**src/rtl/ddr_ref_pkg.sv**
```systemverilog
package ddr_ref_pkg;

  typedef enum logic [1:0] {
    CMD_INH = 2'd0,
    CMD_NOP = 2'd1,
    CMD_PRE = 2'd2,
    CMD_REF = 2'd3
  } ref_cmd_e;

  typedef enum logic [1:0] {
    ST_IDLE     = 2'd0,
    ST_PRE_WAIT = 2'd1,
    ST_RFC_WAIT = 2'd2
  } ref_state_e;

  // round a picosecond window up to whole clocks, at least one
  function automatic int ps_to_cycles(input int win_ps, input int clk_ps);
    int c;
    c = (win_ps + clk_ps - 1) / clk_ps;
    return (c < 1) ? 1 : c;
  endfunction

endpackage

```
**src/rtl/ref_bank_decode.sv**
```systemverilog
module ref_bank_decode #(
  parameter int NUM_BANKS = 4,
  parameter int BA_W      = (NUM_BANKS > 1) ? $clog2(NUM_BANKS) : 1
) (
  input  logic [NUM_BANKS-1:0] open_mask,
  output logic                 any_open,
  output logic                 multi_open,
  output logic [BA_W-1:0]      sel_ba
);

  logic [$clog2(NUM_BANKS+1)-1:0] n_open;

  always_comb begin
    n_open = '0;
    sel_ba = '0;
    for (int i = 0; i < NUM_BANKS; i++) begin
      if (open_mask[i]) begin
        n_open = n_open + 1'b1;
        sel_ba = BA_W'(i);
      end
    end
  end

  assign any_open   = (n_open != '0);
  assign multi_open = (n_open > 1);

endmodule

```
**src/rtl/ref_wait_timer.sv**
```systemverilog
module ref_wait_timer #(
  parameter int CNT_W = 5
) (
  input  logic             clk,
  input  logic             rst_n,
  input  logic             load,
  input  logic [CNT_W-1:0] load_val,
  output logic             expired
);

  logic [CNT_W-1:0] cnt_q;

  always_ff @(posedge clk or negedge rst_n) begin
    if (!rst_n)               cnt_q <= '0;
    else if (load)            cnt_q <= load_val;
    else if (cnt_q != '0)     cnt_q <= cnt_q - 1'b1;
  end

  assign expired = (cnt_q == '0);

endmodule

```
**src/rtl/ref_cmd_pins.sv**
```systemverilog
module ref_cmd_pins
  import ddr_ref_pkg::*;
#(
  parameter int BA_W = 2
) (
  input  logic            clk,
  input  logic            rst_n,
  input  ref_cmd_e        cmd,
  input  logic            a10_in,
  input  logic [BA_W-1:0] ba_in,
  output logic            cke,
  output logic            cs_n,
  output logic            ras_n,
  output logic            cas_n,
  output logic            we_n,
  output logic            a10,
  output logic [BA_W-1:0] ba
);

  logic [3:0] pins_n;

  always_comb begin
    unique case (cmd)
      CMD_NOP: pins_n = 4'b0111;
      CMD_PRE: pins_n = 4'b0010;
      CMD_REF: pins_n = 4'b0001;
      default: pins_n = 4'b1111;
    endcase
  end

  always_ff @(posedge clk or negedge rst_n) begin
    if (!rst_n) begin
      {cs_n, ras_n, cas_n, we_n} <= 4'b1111;
      a10 <= 1'b0;
      ba  <= '0;
      cke <= 1'b1;
    end else begin
      {cs_n, ras_n, cas_n, we_n} <= pins_n;
      a10 <= (cmd == CMD_PRE) ? a10_in : 1'b0;
      ba  <= (cmd == CMD_PRE) ? ba_in : '0;
      cke <= 1'b1;
    end
  end

endmodule

```
**src/rtl/ddr_refresh_seq.sv**
```systemverilog
module ddr_refresh_seq
  import ddr_ref_pkg::*;
#(
  parameter int NUM_BANKS = 4,
  parameter int CLK_PS    = 5000,
  parameter int TRP_PS    = 15000,
  parameter int TRFC_PS   = 75000,
  parameter int BA_W      = (NUM_BANKS > 1) ? $clog2(NUM_BANKS) : 1
) (
  input  logic                 clk,
  input  logic                 rst_n,
  input  logic                 req_valid,
  output logic                 req_ready,
  input  logic [NUM_BANKS-1:0] req_open_mask,
  input  logic                 req_two_refs,
  output logic                 busy,
  output logic                 done,
  output logic                 cke,
  output logic                 cs_n,
  output logic                 ras_n,
  output logic                 cas_n,
  output logic                 we_n,
  output logic                 a10,
  output logic [BA_W-1:0]      ba
);

  localparam int TRP_CYC  = ps_to_cycles(TRP_PS, CLK_PS);
  localparam int TRFC_CYC = ps_to_cycles(TRFC_PS, CLK_PS);
  localparam int MAX_CYC  = (TRFC_CYC > TRP_CYC) ? TRFC_CYC : TRP_CYC;
  localparam int CNT_W    = $clog2(MAX_CYC + 1);

  ref_state_e state_q, state_d;
  logic [1:0] refs_q, refs_d;
  logic       done_q, done_d;

  ref_cmd_e        cmd_d;
  logic            a10_d;
  logic [BA_W-1:0] ba_d;
  logic            t_load;
  logic [CNT_W-1:0] t_val;
  logic            t_expired;

  logic            any_open, multi_open;
  logic [BA_W-1:0] sel_ba;
  logic            accept;

  ref_bank_decode #(.NUM_BANKS(NUM_BANKS), .BA_W(BA_W)) u_decode (
    .open_mask  (req_open_mask),
    .any_open   (any_open),
    .multi_open (multi_open),
    .sel_ba     (sel_ba)
  );

  ref_wait_timer #(.CNT_W(CNT_W)) u_timer (
    .clk      (clk),
    .rst_n    (rst_n),
    .load     (t_load),
    .load_val (t_val),
    .expired  (t_expired)
  );

  assign req_ready = (state_q == ST_IDLE);
  assign accept    = req_valid && req_ready;

  always_comb begin
    state_d = state_q;
    refs_d  = refs_q;
    done_d  = 1'b0;
    cmd_d   = CMD_NOP;
    a10_d   = 1'b0;
    ba_d    = '0;
    t_load  = 1'b0;
    t_val   = '0;
    unique case (state_q)
      ST_IDLE: begin
        cmd_d = CMD_INH;
        if (accept) begin
          t_load = 1'b1;
          if (any_open) begin
            cmd_d   = CMD_PRE;
            a10_d   = multi_open;
            ba_d    = multi_open ? '0 : sel_ba;
            t_val   = CNT_W'(TRP_CYC - 1);
            refs_d  = req_two_refs ? 2'd2 : 2'd1;
            state_d = ST_PRE_WAIT;
          end else begin
            cmd_d   = CMD_REF;
            t_val   = CNT_W'(TRFC_CYC - 1);
            refs_d  = req_two_refs ? 2'd1 : 2'd0;
            state_d = ST_RFC_WAIT;
          end
        end
      end
      ST_PRE_WAIT: begin
        if (t_expired) begin
          cmd_d   = CMD_REF;
          t_load  = 1'b1;
          t_val   = CNT_W'(TRFC_CYC - 1);
          refs_d  = refs_q - 2'd1;
          state_d = ST_RFC_WAIT;
        end
      end
      ST_RFC_WAIT: begin
        if (t_expired) begin
          if (refs_q != 2'd0) begin
            cmd_d  = CMD_REF;
            t_load = 1'b1;
            t_val  = CNT_W'(TRFC_CYC - 1);
            refs_d = refs_q - 2'd1;
          end else begin
            cmd_d   = CMD_INH;
            done_d  = 1'b1;
            state_d = ST_IDLE;
          end
        end
      end
      default: begin
        cmd_d   = CMD_INH;
        state_d = ST_IDLE;
      end
    endcase
  end

  always_ff @(posedge clk or negedge rst_n) begin
    if (!rst_n) begin
      state_q <= ST_IDLE;
      refs_q  <= 2'd0;
      done_q  <= 1'b0;
    end else begin
      state_q <= state_d;
      refs_q  <= refs_d;
      done_q  <= done_d;
    end
  end

  assign busy = (state_q != ST_IDLE);
  assign done = done_q;

  ref_cmd_pins #(.BA_W(BA_W)) u_pins (
    .clk    (clk),
    .rst_n  (rst_n),
    .cmd    (cmd_d),
    .a10_in (a10_d),
    .ba_in  (ba_d),
    .cke    (cke),
    .cs_n   (cs_n),
    .ras_n  (ras_n),
    .cas_n  (cas_n),
    .we_n   (we_n),
    .a10    (a10),
    .ba     (ba)
  );

endmodule

```
**config.mk**
```make
export PLATFORM = sky130hd
export DESIGN_NAME = ddr_refresh_seq
export DESIGN_NICKNAME = d
export VERILOG_FILES = /design/src/rtl/ddr_ref_pkg.sv /design/src/rtl/ref_bank_decode.sv /design/src/rtl/ref_wait_timer.sv /design/src/rtl/ref_cmd_pins.sv /design/src/rtl/ddr_refresh_seq.sv
export SDC_FILE = /design/constraint.sdc
export NUM_CORES = 1
export LEC_CHECK = 0
export BUFFER_PORTS_ARGS = -buffer_cell sky130_fd_sc_hd__buf_2
export CAP_MARGIN = 40
export CORE_ASPECT_RATIO = 0.8
export CORE_UTILIZATION = 30
export DETAILED_ROUTE_END_ITERATION = 8
export PLACE_DENSITY = 0.5
export SKIP_LAST_GASP = 1
export SLEW_MARGIN = 30
export SYNTH_ARGS = -nofsm -noshare
export SYNTH_HDL_FRONTEND = slang
export SYNTH_SLANG_ARGS = --single-unit
```
**constraint.sdc**
```tcl
create_clock -name clk -period 4.2 [get_ports clk]
set_input_delay 0.21 -clock clk [delete_from_list [all_inputs] [get_ports clk]]
set_output_delay 0.21 -clock clk [all_outputs]
set_load 0.05 [all_outputs]
```
# Yosys cells after proc, flatten, opt, wreduce, memory -nomap -nowiden
# Cells that the tools add are included.
[totals]
word_cells = 90
reg_bits = 16
output_inout_bits = 11
in_bits = 8
[op_classes]
eq_ne = 10
mux = 53
n_addsub = 5
n_lt_le_gt_ge = 1
reduce_logical = 11
[op_table]
columns = ["cell", "n"]
rows = [
  ["$mux W2", 22],
  ["$mux W4", 7],
  ["$pmux W4 S3", 2],
  ["$pmux W2 S3", 3],
  ["$mux W1", 15],
  ["$mux W3", 3],
  ["$ne A2 B2 Y1 const B", 4],
  ["$add A3 B1 Y3 const B", 2],
  ["$eq A2 B2 Y1 const B", 3],
  ["$reduce_bool A2 Y1", 3],
  ["$reduce_bool A3 Y1", 2],
  ["$reduce_and A5 Y1", 1],
  ["$eq A2 B1 Y1 const B", 2],
  ["$logic_not A4 Y1", 1],
  ["$reduce_and A4 Y1", 1],
  ["$reduce_bool A4 Y1", 1],
  ["$sub A4 B1 Y4 const B", 1],
  ["$gt A3 B1 Y1 const B", 1],
  ["$pmux W1 S3", 1],
  ["$add A1 B1 Y2 const B", 1],
  ["$logic_not A2 Y1", 1],
  ["$ne A2 B1 Y1 const B", 1],
  ["$sub A2 B1 Y2 const B", 1],
  ["$logic_and A1 B1 Y1", 1],
]

# Logic depth before layout (Yosys ltp)
[logic_depth]
depth_word = 13
depth_mapped = 11
ltp_nobuf = 11

# Hierarchy
# A second synthesis with hierarchy kept.
[unflattened]
cells_unflattened = 119
area_unflattened_um2 = 1117.3
[modules_own_cells]
columns = ["mod", "instances", "cells_per_inst", "area_per_inst_um2"]
rows = [
  ["ddr_refresh_seq", 1, 56, 470.5],
  ["ref_cmd_pins", 1, 16, 235.2],
  ["ref_wait_timer", 1, 22, 234.0],
  ["ref_bank_decode", 1, 25, 177.7],
]

# Worst setup path before layout
# Ideal clock, no wire load.
[synth_path]
kind = "input to register"
from = "in req_open_mask[0]"
to = "reg refs_q[0]"
required_ns = 4.067
setup_ns = 0.133
arrival_time_ns = 2.048
path_slack_ns = 2.019
cell_stages = 11
path_cell_list = "inv_1 > ha_1 > xnor2_2 > inv_2 > ha_1 > nor2_1 > nand3_1 > and2_4 > ha_1 > o21ai_0 > mux2i_1"
[synth_via]
elab_chain_len = 11
[synth_lines]
columns = ["element", "line", "source"]
rows = [
  ["start: declaration", "ddr_refresh_seq.sv:14", "input logic [NUM_BANKS-1:0] req_open_mask,"],
  ["$mux W1 (*)", "ref_bank_decode.sv:17", "if (open_mask[i]) begin"],
  ["$add A1 B1 Y2", "ref_bank_decode.sv:18", "n_open = n_open + 1'b1;"],
  ["$mux W3 (*)", "ref_bank_decode.sv:17", ""],
  ["$add A3 B1 Y3", "ref_bank_decode.sv:18", ""],
  ["$mux W3 (*)", "ref_bank_decode.sv:17", ""],
  ["$add A3 B1 Y3", "ref_bank_decode.sv:18", ""],
  ["$mux W3 (*)", "ref_bank_decode.sv:17", ""],
  ["$reduce_bool A3 Y1 (*)", "ref_bank_decode.sv:24", "assign any_open = (n_open != '0);"],
  ["$mux W2 (*)", "ddr_refresh_seq.sv:79", "if (any_open) begin"],
  ["$mux W2 (*)", "ddr_refresh_seq.sv:77", "if (accept) begin"],
  ["$pmux W2 S3 (*)", "ddr_refresh_seq.sv:74", "unique case (state_q)"],
  ["end signal: assignment", "ddr_refresh_seq.sv:131", "refs_q <= refs_d;"],
  ["end: declaration", "ddr_refresh_seq.sv:33", "logic [1:0] refs_q, refs_d;"],
]
# Every way passes the cells marked *; elsewhere a longest branch is shown, timed or not. The select of a mux whose other input is x is not followed.
# A chain may end at the register's enable or synchronous reset.

# Worst setup path in the final report
# Same ends and word-level chain as after synthesis.

==> results.md <==
- Status: complete, no violations
- Worst path most repeated cell: ha_1
- Int Pwr: 254 uW
- Vias per inst: 4.93
- Global-route wire length before repair: 3370 microns
- Post-synthesis register bit count: 16
- Post-Synth Simple-Gate Area: 0.180
- Clock group share of total power: 0.408
- CP Class: in -> reg
- Async SR Flop Fraction: 1.00
- H-tree Lvls: 1
- Die area: 3680 sq um
- Port Buffers: 17
- NumNets Final: 149
- PostCTS Resize Cnt: 0
- XOR/XNOR Fraction of Synth Area: 0.0412
- CTS buffer count: 3
- Leakage power: 0.597 nW
- N_diodes: 0
- Row count: 18
- GRT Util Overall: 0.132
- Largest family of logic cells by synthesized area: simple AND/OR/NAND/NOR gates
- Worst r2r path cells: 7
- Clock Skew: 0.00684 ns
- Setup WS pre-CTS: 1.73 ns
- Largest net degree at the start of global routing: 17
- Total power: 333 uW
- Clock sink count: 16
- CTS tree: built
- Ys Warns: 0
- Pwr per Cell Area: 272 nW/um^2
- Core area: 3180 sq um
- WL final: 2170 microns
- Worst vdd ir: 0.135 mV
- Final hold slack: 0.310 ns
- Die H: 54.5 microns
- Starting Density: 0.325
- Critical path endpoint category: flop
- Num ports: 19
- Comb pwr share: 0.128
- Final WS setup: 1.98 ns
- Max-slew violations: 0
- Area contributors post-synth: dfrtp_1 29%, ha_1 13%, dfstp_2 10%, inv_1 4.7%, a21oi_1 4.4%
- Cell taking the most area after synthesis: dfrtp_1
- Mapped Avg Cell Area: 9.48 sq um
- Number of DRC markers in iteration 0: 19
- Final Cycle Share: 0.528
- Worst Path Arrival: 2.35 ns
- DRC violations left: 0
- Final Hold Viols: 0
- Main synth FF type: dfrtp_1
- Root buffer selected by CTS: clkbuf_8
- Post-synthesis mux area share: 0.0291
- Filler cells: 318
- Clk_lat worst skew: 0.25 ns
- Sw Pwr: 78.2 uW
- # hold bufs at CTS: 1
- Fin crit period: 2.22 ns
- RSZ-0062 raised after global routing: no
- Critical Path RT: 4.33 ns
- Post-Syn Instances: 109
- Initial antenna violation count: 0
- Clk buf depth: 2
- Crit start category: primary input
- Reg power frac: 0.464
- Compound-Gate Fraction of Synth Area: 0.154
- DPL Wire Length: 1740 microns
- Max frequency: 451 MHz
- Overflow after GRT: 0
- Sw Share: 0.235
- DRT Pass-1 Iters: 4
- Setup violators final: 0
- CP peak stage delay: 0.35 ns
- Post-Syn Nets: 128
- EDFF count, synth: 0
- Via Count: 833
- Synth top area share: 0.291
- HP Class: in -> reg
- Largest fanout on the critical path: 4
- Mapped cell area: 1030 sq um
- Area added between synthesis and finish: 18.2%
- Die width: 67.6 microns
- Vias in the first global route: 711
- Clock transition at path regs: 0.07 ns
- Slowest stage cell, crit path: ha_1
- Post-synth cell types: 38
- Synth Area in Adders: 0.133
- Hold depth: 3
- Drt wl/cell: 12.8 microns
- Post-layout utilization of the core: 0.385
- Share of cells above drive strength 1: 0.264
- Sequential share of the synthesized area: 0.392
- Routability congestion estimate: 0.806
- Routed Antenna Nets: 0
- Setup bufs post-CTS: 0
- Setup TNS: 0 ns
- CP cell instances: buf_2, inv_1, ha_1, xnor2_2, inv_2, ha_1, nor2_1, nand3_1, and2_4, ha_1, o21ai_0, mux2i_1
- Max-Cap Viols: 0
## worst max-delay path: cells and delay by family
kind	cells	cell delay [ns]
adder cells (fa/ha/maj)	3	0.94
buffers and inverters	3	0.21
XOR/XNOR	1	0.26
AO/OA/AOI/OAI	1	0.16
multiplexers	1	0.09
AND/OR/NAND/NOR	3	0.48
## path summary, 6_finish.rpt
check / from / slack (ns) / end
setup / recovery: req_open_mask[0] / 1.98 / refs_q[0]
hold / removal: req_valid / 0.31 / state_q[1]
setup reg to reg: u_timer.cnt_q[0] / 2.26 / u_timer.cnt_q[3]
hold reg to reg: u_timer.cnt_q[1] / 0.56 / u_timer.cnt_q[1]
max in group asynchronous: rst_n / 3.49 / u_pins.cs_n
min in group asynchronous: rst_n / 0.39 / refs_q[1]
## layer usage
layer,vias up,global-route usage,wire [microns]
met5,-,0,0
met4,0,0.0532,9
met3,3,0.0375,109
met2,20,0.190,938
met1,399,0.183,1110
li1,411,-,-
## sequential cells by signal (all words and copies together), names as in the netlist
| register | cells |
|---|---|
| u_pins.ba | 2 |
| state_q | 2 |
| u_pins.cs_n | 1 |
| u_timer.cnt_q | 4 |
| u_pins.ras_n | 1 |
| done | 1 |
| refs_q | 2 |
| u_pins.we_n | 1 |
| u_pins.a10 | 1 |
| u_pins.cas_n | 1 |
## cells by family (layout without fill, tap and decap cells)
kind of cell / count (synthesis) / after routing
compound gates: 25 / 25
xor+xnor: 4 / 4
fa+ha+maj: 11 / 11
buf+inv: 17 / 37
flops: 16 / 16
mux: 3 / 3
other cells: 1 / 1
simple gates: 32 / 32
## synth_stat cells (all sizes together) (3+ instances only)
master and instances:
inv 15, nand2 7, dfrtp 12, dfstp 4, o21ai 5, nor2 5
nand3 3, a21oi 10, mux2i 3, ha 11, a32oi 3, nor3 5
## placed cells by master, fill, tap and decap left out, drive strengths merged
cell type	count
a21o	2
a21oi	10
a22oi	1
a31o	1
a32oi	3
and2	2
and3	1
buf	17
clkbuf	4
conb	1
dfrtp	12
dfstp	4
dlygate4sd3	1
ha	11
inv	15
mux2i	3
nand2	7
nand3	3
nand4bb	1
nor2	5
nor2b	2
nor3	5
nor3b	1
nor4	1
o211ai	2
o21ai	5
o21bai	1
or2b	1
or3	1
or3b	1
or4	1
xnor2	2
xor2	2
## cell type report
| cell class | count | area [sq um] | area share |
|---|---|---|---|
| Multi-Input combinational cell | 76 | 559 | 0.458 |
| Sequential cell | 16 | 405 | 0.332 |
| Clock buffer | 4 | 55.1 | 0.0451 |
| Tap cell | 40 | 50.0 | 0.0410 |
| Inverter | 15 | 56.3 | 0.0461 |
| Timing Repair Buffer | 18 | 95.1 | 0.0779 |
## metrics by stage
stage                     cell area, sq um  std cells
final                                 1220        169
after global routing                  1220        169
after CTS                             1220        169
after detailed placement              1160        164
after global placement                1160        164
after floorplan                       1030        109
## power groups by stage
stage	logic (mW)	clock network, mW	registers, mW
2_1_floorplan	0.0290	0	0.157
3_3_place_gp	0.0400	0	0.157
3_5_place_dp	0.0414	0	0.157
4_1_cts	0.0422	0.140	0.154
5_1_grt	0.0471	0.149	0.154
6_report	0.0425	0.136	0.154
Note: power is estimated with default switching activity, not from simulation.
